## config.mk

```make
export PLATFORM = sky130hd
export DESIGN_NAME = squelch_gate
export DESIGN_NICKNAME = d
export VERILOG_FILES = /design/src/rtl/squelch_pkg.sv /design/src/rtl/squelch_level_reg.sv /design/src/rtl/squelch_magnitude.sv /design/src/rtl/squelch_hold_counter.sv /design/src/rtl/squelch_gate.sv
export SDC_FILE = /design/constraint.sdc
export NUM_CORES = 1
export LEC_CHECK = 0
export BUFFER_PORTS_ARGS = -buffer_cell sky130_fd_sc_hd__buf_2
export CAP_MARGIN = 25
export CORE_UTILIZATION = 40
export DETAILED_ROUTE_END_ITERATION = 10
export SETUP_SLACK_MARGIN = 0.05
export SYNTH_ARGS = -nofsm -noshare
export SYNTH_HDL_FRONTEND = slang
export SYNTH_SLANG_ARGS = --single-unit
```

## constraint.sdc

```tcl
create_clock -name clk -period 2.6 [get_ports clk]
set_input_delay 0 -clock clk [delete_from_list [all_inputs] [get_ports clk]]
set_output_delay 0 -clock clk [all_outputs]
set_load 0.1 [all_outputs]
```

## src/rtl/squelch_pkg.sv

```systemverilog
// squelch_pkg: shared defaults for the squelch gate.
// Assumes: consumers take widths from here unless overridden by parameter.
package squelch_pkg;
    localparam int SQ_SAMPLE_W     = 16;
    localparam int SQ_THR_W        = 8;
    localparam int SQ_HOLD_DEFAULT = 200;
    localparam logic [7:0] SQ_THR_RESET = 8'h1F;
endpackage

```

## src/rtl/squelch_level_reg.sv

```systemverilog
// squelch_level_reg: holds the programmable squelch level.
// Assumes: a write lands at the clock edge; reset gives RESET_VAL.
module squelch_level_reg #(
    parameter int                THR_W     = 8,
    parameter logic [THR_W-1:0]  RESET_VAL = '1
) (
    input  logic             clk,
    input  logic             rst_n,
    input  logic             wr_en,
    input  logic [THR_W-1:0] wr_data,
    output logic [THR_W-1:0] level
);
    // Load a new level on write, default on reset.
    always_ff @(posedge clk) begin
        if (!rst_n) begin
            level <= RESET_VAL;
        end else if (wr_en) begin
            level <= wr_data;
        end
    end
endmodule

```

## src/rtl/squelch_magnitude.sv

```systemverilog
// squelch_magnitude: saturating absolute value and comparison with the level.
// Assumes: sample is two's complement; level is unsigned and narrower.
module squelch_magnitude #(
    parameter int SAMPLE_W = 16,
    parameter int THR_W    = 8
) (
    input  logic [SAMPLE_W-1:0] sample,
    input  logic [THR_W-1:0]    level,
    output logic [SAMPLE_W-1:0] magnitude,
    output logic                quiet
);
    localparam int PAD_W = SAMPLE_W - THR_W;
    localparam logic [SAMPLE_W-1:0] MOST_NEG = {1'b1, {(SAMPLE_W-1){1'b0}}};
    localparam logic [SAMPLE_W-1:0] MOST_POS = {1'b0, {(SAMPLE_W-1){1'b1}}};

    logic [SAMPLE_W-1:0] level_wide;

    // Saturating absolute value of the sample.
    always_comb begin
        if (sample == MOST_NEG) begin
            magnitude = MOST_POS;
        end else if (sample[SAMPLE_W-1]) begin
            magnitude = ~sample + {{(SAMPLE_W-1){1'b0}}, 1'b1};
        end else begin
            magnitude = sample;
        end
    end

    // Zero-extend the level and test strictly below.
    always_comb begin
        level_wide = {{PAD_W{1'b0}}, level};
        quiet      = (magnitude < level_wide);
    end
endmodule

```

## src/rtl/squelch_hold_counter.sv

```systemverilog
// squelch_hold_counter: counts consecutive quiet samples and decides muting.
// Assumes: only valid samples affect the count; count saturates at HOLD_COUNT.
module squelch_hold_counter #(
    parameter int HOLD_COUNT = 200,
    parameter int CNT_W      = $clog2(HOLD_COUNT + 1)
) (
    input  logic             clk,
    input  logic             rst_n,
    input  logic             sample_valid,
    input  logic             quiet,
    output logic [CNT_W-1:0] run_count,
    output logic             mute
);
    localparam logic [CNT_W-1:0] HOLD_LIM = CNT_W'(HOLD_COUNT);

    logic run_full;

    // Decide muting from the count held before this sample.
    always_comb begin
        run_full = (run_count == HOLD_LIM);
        mute     = sample_valid && quiet && run_full;
    end

    // Advance on quiet, restart on loud, hold when no sample.
    always_ff @(posedge clk) begin
        if (!rst_n) begin
            run_count <= '0;
        end else if (sample_valid) begin
            if (!quiet) begin
                run_count <= '0;
            end else if (!run_full) begin
                run_count <= run_count + 1'b1;
            end
        end
    end
endmodule

```

## src/rtl/squelch_gate.sv

```systemverilog
// squelch_gate: zeroes samples after a long run below a programmable level.
// Assumes: one sample per in_valid cycle; output registered with one cycle latency.
module squelch_gate #(
    parameter int               SAMPLE_W   = squelch_pkg::SQ_SAMPLE_W,
    parameter int               THR_W      = squelch_pkg::SQ_THR_W,
    parameter int               HOLD_COUNT = squelch_pkg::SQ_HOLD_DEFAULT,
    parameter logic [THR_W-1:0] THR_RESET  = THR_W'(squelch_pkg::SQ_THR_RESET)
) (
    input  logic                clk,
    input  logic                rst_n,
    input  logic                in_valid,
    input  logic [SAMPLE_W-1:0] in_sample,
    input  logic                thr_wr,
    input  logic [THR_W-1:0]    thr_data,
    output logic                out_valid,
    output logic [SAMPLE_W-1:0] out_sample
);
    localparam int CNT_W = $clog2(HOLD_COUNT + 1);

    logic [THR_W-1:0]    level_q;
    logic [SAMPLE_W-1:0] magnitude;
    logic                quiet;
    logic [CNT_W-1:0]    run_count;
    logic                mute;

    squelch_level_reg #(.THR_W(THR_W), .RESET_VAL(THR_RESET)) level_i (
        .clk(clk), .rst_n(rst_n), .wr_en(thr_wr), .wr_data(thr_data), .level(level_q)
    );

    squelch_magnitude #(.SAMPLE_W(SAMPLE_W), .THR_W(THR_W)) mag_i (
        .sample(in_sample), .level(level_q), .magnitude(magnitude), .quiet(quiet)
    );

    squelch_hold_counter #(.HOLD_COUNT(HOLD_COUNT), .CNT_W(CNT_W)) hold_i (
        .clk(clk), .rst_n(rst_n), .sample_valid(in_valid), .quiet(quiet),
        .run_count(run_count), .mute(mute)
    );

    // Register the gated sample and its strobe.
    always_ff @(posedge clk) begin
        if (!rst_n) begin
            out_valid  <= 1'b0;
            out_sample <= '0;
        end else begin
            out_valid <= in_valid;
            if (in_valid) begin
                out_sample <= mute ? '0 : in_sample;
            end
        end
    end
endmodule

```

# Word level (Yosys, flattened, before mapping)
# Index checks and enable logic that the tools add are counted.
# totals
ff_bits	33
input_bits	28
out_inout_bits	17
word_cells	19
# op_classes
add_sub_neg	2
magnitude_cmp	1
eq_ne	3
muxes	5
bitwise_logic	1
n_reduce_logical	3
# ops
operator	n
16-bit two-way mux	3
16-bit by 1-bit adder with 16-bit output, second input constant	1
16-bit equality test, second input constant	1
16-bit by 8-bit less-than comparator with 1-bit output	1
8-bit two-way mux	2
16-bit inverter	1
8-bit by 1-bit adder with 8-bit output, second input constant	1
8-bit equality test, second input constant	1
1-bit logical AND	2
2-bit inequality test, second input constant	1
2-bit AND reduction	1

# Longest topological paths before layout
# logic_depth
word_depth	8
ltp_mapped	15
ltp_nobuf	14

# Cells and area by module
# A second synthesis with hierarchy kept.
# unflattened
hier_cells	253
area_unflattened_um2	2167.1
# modules_own_cells
module	n_inst	cells_each	area_per_inst_um2	seq_area_each_um2
squelch_gate	1	73	695.7	340.3
squelch_magnitude	1	97	691.9	0.0
squelch_hold_counter	1	58	490.5	160.2
squelch_level_reg	1	25	289.0	160.2

# Least setup slack after synthesis
# No wires, ideal clock.
# synth_path
path_kind	input port to flip-flop
startpoint	input port in_sample[1]
endpoint	register out_sample[0]
setup_time_ns	0.118
t_arrival_ns	2.781
required_ns	2.482
setup_slack_ns	-0.299
stages	15
n_path_buf	1
path_cell_list	inv_1 -> ha_1 -> nor4b_4 -> nand4_1 -> inv_1 -> nand2_1 -> nand2_1 -> ha_1 -> a21o_1 -> a21o_1 -> a211o_1 -> nor4_4 -> a41oi_4 -> buf_6 -> a22o_1
# synth_via
elab_chain_len	8
word_cells_on_any_way	9
classes_between	add/sub (1); order compare (1); eq/ne (1); mux (3); bitwise (1); reduce/logical (2)
# synth_rtl
element	line_no	source
from (decl)	squelch_gate.sv:12	input logic [SAMPLE_W-1:0] in_sample,
16-bit inverter	squelch_magnitude.sv:23	magnitude = ~sample + {{(SAMPLE_W-1){1'b0}}, 1'b1};
16-bit by 1-bit adder with 16-bit output	squelch_magnitude.sv:23	
16-bit two-way mux	squelch_magnitude.sv:22	end else if (sample[SAMPLE_W-1]) begin
16-bit two-way mux *	squelch_magnitude.sv:20	if (sample == MOST_NEG) begin
16-bit by 8-bit less-than comparator with 1-bit output *	squelch_magnitude.sv:32	quiet = (magnitude < level_wide);
1-bit logical AND * (2 in series)	squelch_hold_counter.sv:21	mute = sample_valid && quiet && run_full;
16-bit two-way mux *	squelch_gate.sv:47	out_sample <= mute ? '0 : in_sample;
to (signal assigned)	squelch_gate.sv:47	
to (decl)	squelch_gate.sv:16	output logic [SAMPLE_W-1:0] out_sample
# Every way passes the cells marked *; elsewhere a longest branch is shown, timed or not.
# A chain may end at the register's enable or synchronous reset.

# Final worst setup path
# layout_path
startpoint	input port in_sample[0]
endpoint	register out_sample[9]
# Same word-level chain as after synthesis.

==> qor.yml <==
status: "complete, but fails checks"
violations: "design-rule violations"
io_buffers: 44
period_needed_ns: 2.45
grt_pass1_vias: 1781
final_cell_mix: "42 x buf_2, 35 x buf_4, 33 x dfxtp_1"
synth_compound_area_frac: 0.212
setup_viol: 0
yosysTopAreaCell: "dfxtp_1"
pre_cts_ws_ns: -0.270
synth-edff-count: 0
h-tree-depth: 2
die_area_mm2: 0.00498
cts-root-buf: "clkbuf_8"
ys_async_sr_fraction: 0
p_leak_nw: 1.23
final-seq-area_um2: 661
grt-ovfl-total: 0
drc_errors: 8
rows: 24
postSynthAreaPerCell_um2: 9.40
max_cap_viol_count: 0
ys_ff_latch: 33
grt_pass1_wl_mm: 7.71
synth_top_family_by_area: "simple AND/OR/NAND/NOR gates"
place_congestion: 0.834
ys.flop_type: "dfxtp_1"
antenna_found_initial: 0
critical_path_required_ns: 2.77
worst_pin_slew_ns: 0.680
critPathTopFamily: "compound AO/OA/AOI/OAI gates"
dr.first_iter.drc_count: 104
fin_ws_ns: 0.151
numCtsBuffers: 5
path_class: "input port to flop"
syn_to_final_growth_pct: 44.6
fin_nets: 327
ys_seq_area_frac: 0.351
nFillCells: 405
slew_headroom: 0.545
final_common_cell: "buf_2"
hpwlAfterDp_mm: 3.38
start_kind: "input port"
clockBufferDepth: 2
critPathCaptureType: "flop"
cp_cell_sequence: "buf_4 > inv_4 > ha_4 > nor4b_4 > nand4_1 > inv_1 > nand2_2 > nand2_2 > ha_4 > a21o_1 > a21o_1 > a211o_1 > nor4_4 > buf_4 > a41oi_4 > a22o_2"
power_density_mw_per_mm2: 482
boundaryPins: 45
power.total_mw: 1.31
synthTopCellsByArea: "dfxtp_1 35%, ha_1 6.7%, a22o_1 4.7%"
synth-adder-area-share: 0.0665
syn_inst: 200
synth.area.mux_share: 0.0319
whs_ns: 0.0300
fin_crit_sh: 0.942
synth_top_area_frac: 0.351
clock.fmax_mhz: 408
dpl_cell_area_mm2: 0.00240
hold_viol_final: 0
crit_buf_inv: 4
min_path_type: "input port to flop"
dieHeight_um: 70.6
yosys_warnings: 0
synth_nets: 238
rsz0062_at_grt: "false"
dr.pass1.iters: 7
final_area_mm2: 0.00272
antenna_left: 0
ys_types: 45
slowest_delay_ns: 0.32
multi_input_area_mm2: 0.00124
ir_drop_mv: 0.326
cpMaxStageDelayCell: "a211o_1"
synth_xor_area_frac: 0.0605
dr_total_vias: 1802
synth-simple-area-share: 0.228
die_w_um: 70.6
syn_area_mm2: 0.00188
path_clk_slew_ns: 0.06
cts_sinks: 33
cts_tree: "yes"
drv_slew: 0
initial_core_util: 0.423
clkLatencyLatePin_ns: 0.28
core-area_mm2: 0.00444
antennaDiodeCount: 0
arrival_ns: 2.62
utilization: 0.612
grt_max_degree: 21
clock_skew_ns: 0.00442
wl_per_cell_um: 14.1
grt_usage: 0.194
vias_per_cell: 5.28
crit_path_max_fanout: 8
drive_gt1_frac: 0.391
routed_wl_mm: 4.83
-- worst paths after layout --
path | slack, ns | depth (start not counted) | startpoint | endpoint
setup reg to reg | 0.30 | 9 | level_i.level[5] | out_sample[9]
hold / removal | 0.03 | 2 | in_sample[6] | out_sample[6]
setup / recovery | 0.15 | 16 | in_sample[0] | out_sample[9]
hold reg to reg | 0.48 | 1 | out_sample[1] | out_sample[1]
-- sequential cells by signal, indices dropped and copies added, names as in the netlist --
name and flops:
level_i.level 8, out_valid 1, hold_i.run_count 8, out_sample 16
-- synth_stat cells (2+ instances only) --
| cell type | count |
|---|---|
| nor3b_1 | 7 |
| inv_1 | 15 |
| buf_1 | 2 |
| or3_1 | 2 |
| nand4_1 | 8 |
| nor4_1 | 3 |
| nand2b_1 | 2 |
| xor2_1 | 8 |
| nor2_1 | 5 |
| nand3b_1 | 3 |
| and3_1 | 2 |
| o211ai_1 | 5 |
| nand3_1 | 6 |
| a21oi_1 | 6 |
| mux2i_1 | 6 |
| ha_1 | 10 |
| a22o_1 | 10 |
| nor3_1 | 5 |
| clkbuf_1 | 5 |
| a22o_2 | 6 |
| dfxtp_1 | 33 |
| a21o_1 | 2 |
| nor2b_1 | 4 |
| nand2_1 | 19 |
| o21ai_0 | 2 |
| xnor2_1 | 5 |
-- worst reg2reg max path: cells and delay by family (launching register included) --
kind | cells | cell delay (ns)
flip-flops | 1 | 0.34
adder cells (fa/ha/maj) | 1 | 0.24
buffers and inverters | 2 | 0.26
AND/OR/NAND/NOR | 1 | 0.18
AO/OA/AOI/OAI | 5 | 1.19
-- layer usage --
layer  wire length (µm)  vias to the layer above  track usage
li1                   -                      919            -
met1               2210                      839        0.240
met2               2330                       38        0.342
met3                232                        6       0.0442
met4                 49                        0       0.0533
met5                  0                        -            0
-- timing repair --
action | CTS | global route
cloned | 1 | 0
endpoints found under the hold margin | 9 | 1
setup endpoints to repair | 12 | 23
gates resized for setup | 1 | 17
hold buffers | 9 | 1
setup buffers | 2 | 1
pin swaps | 6 | 14
-- metrics by stage --
stage | cells | setup TNS (ns)
final | 341 | 0
after global routing | 341 | 0
after CTS | 339 | 0
after detailed placement | 320 | -5.35
after global placement | 320 | -4.61
after floorplan | 200 | -2.07
-- kinds of logic (layout without fill, tap and decap cells) --
logic type | after synthesis | count (layout)
AO/OA/AOI/OAI | 43 | 44
XOR/XNOR | 13 | 13
adder cells (fa/ha/maj) | 10 | 10
buffers and inverters | 23 | 111
flip-flops | 33 | 33
multiplexers | 6 | 6
AND/OR/NAND/NOR | 72 | 72
-- layout make-up --
| type | count | share of cell area |
|---|---|---|
| Multi-Input combinational cell | 145 | 0.456 |
| Sequential cell | 33 | 0.243 |
| Timing Repair Buffer | 89 | 0.219 |
| Clock buffer | 7 | 0.0318 |
| Inverter | 15 | 0.0262 |
| Tap cell | 52 | 0.0239 |
-- where the power goes --
group	internal [mW]	switching [mW]	total, mW	leakage (nW)
clock	0.210	0.172	0.382	0.0443
sequential	0.530	0.0113	0.542	0.271
combinational	0.140	0.246	0.387	0.914
total	0.881	0.429	1.31	1.23
No activity file was read; power rests on OpenSTA's default activity.
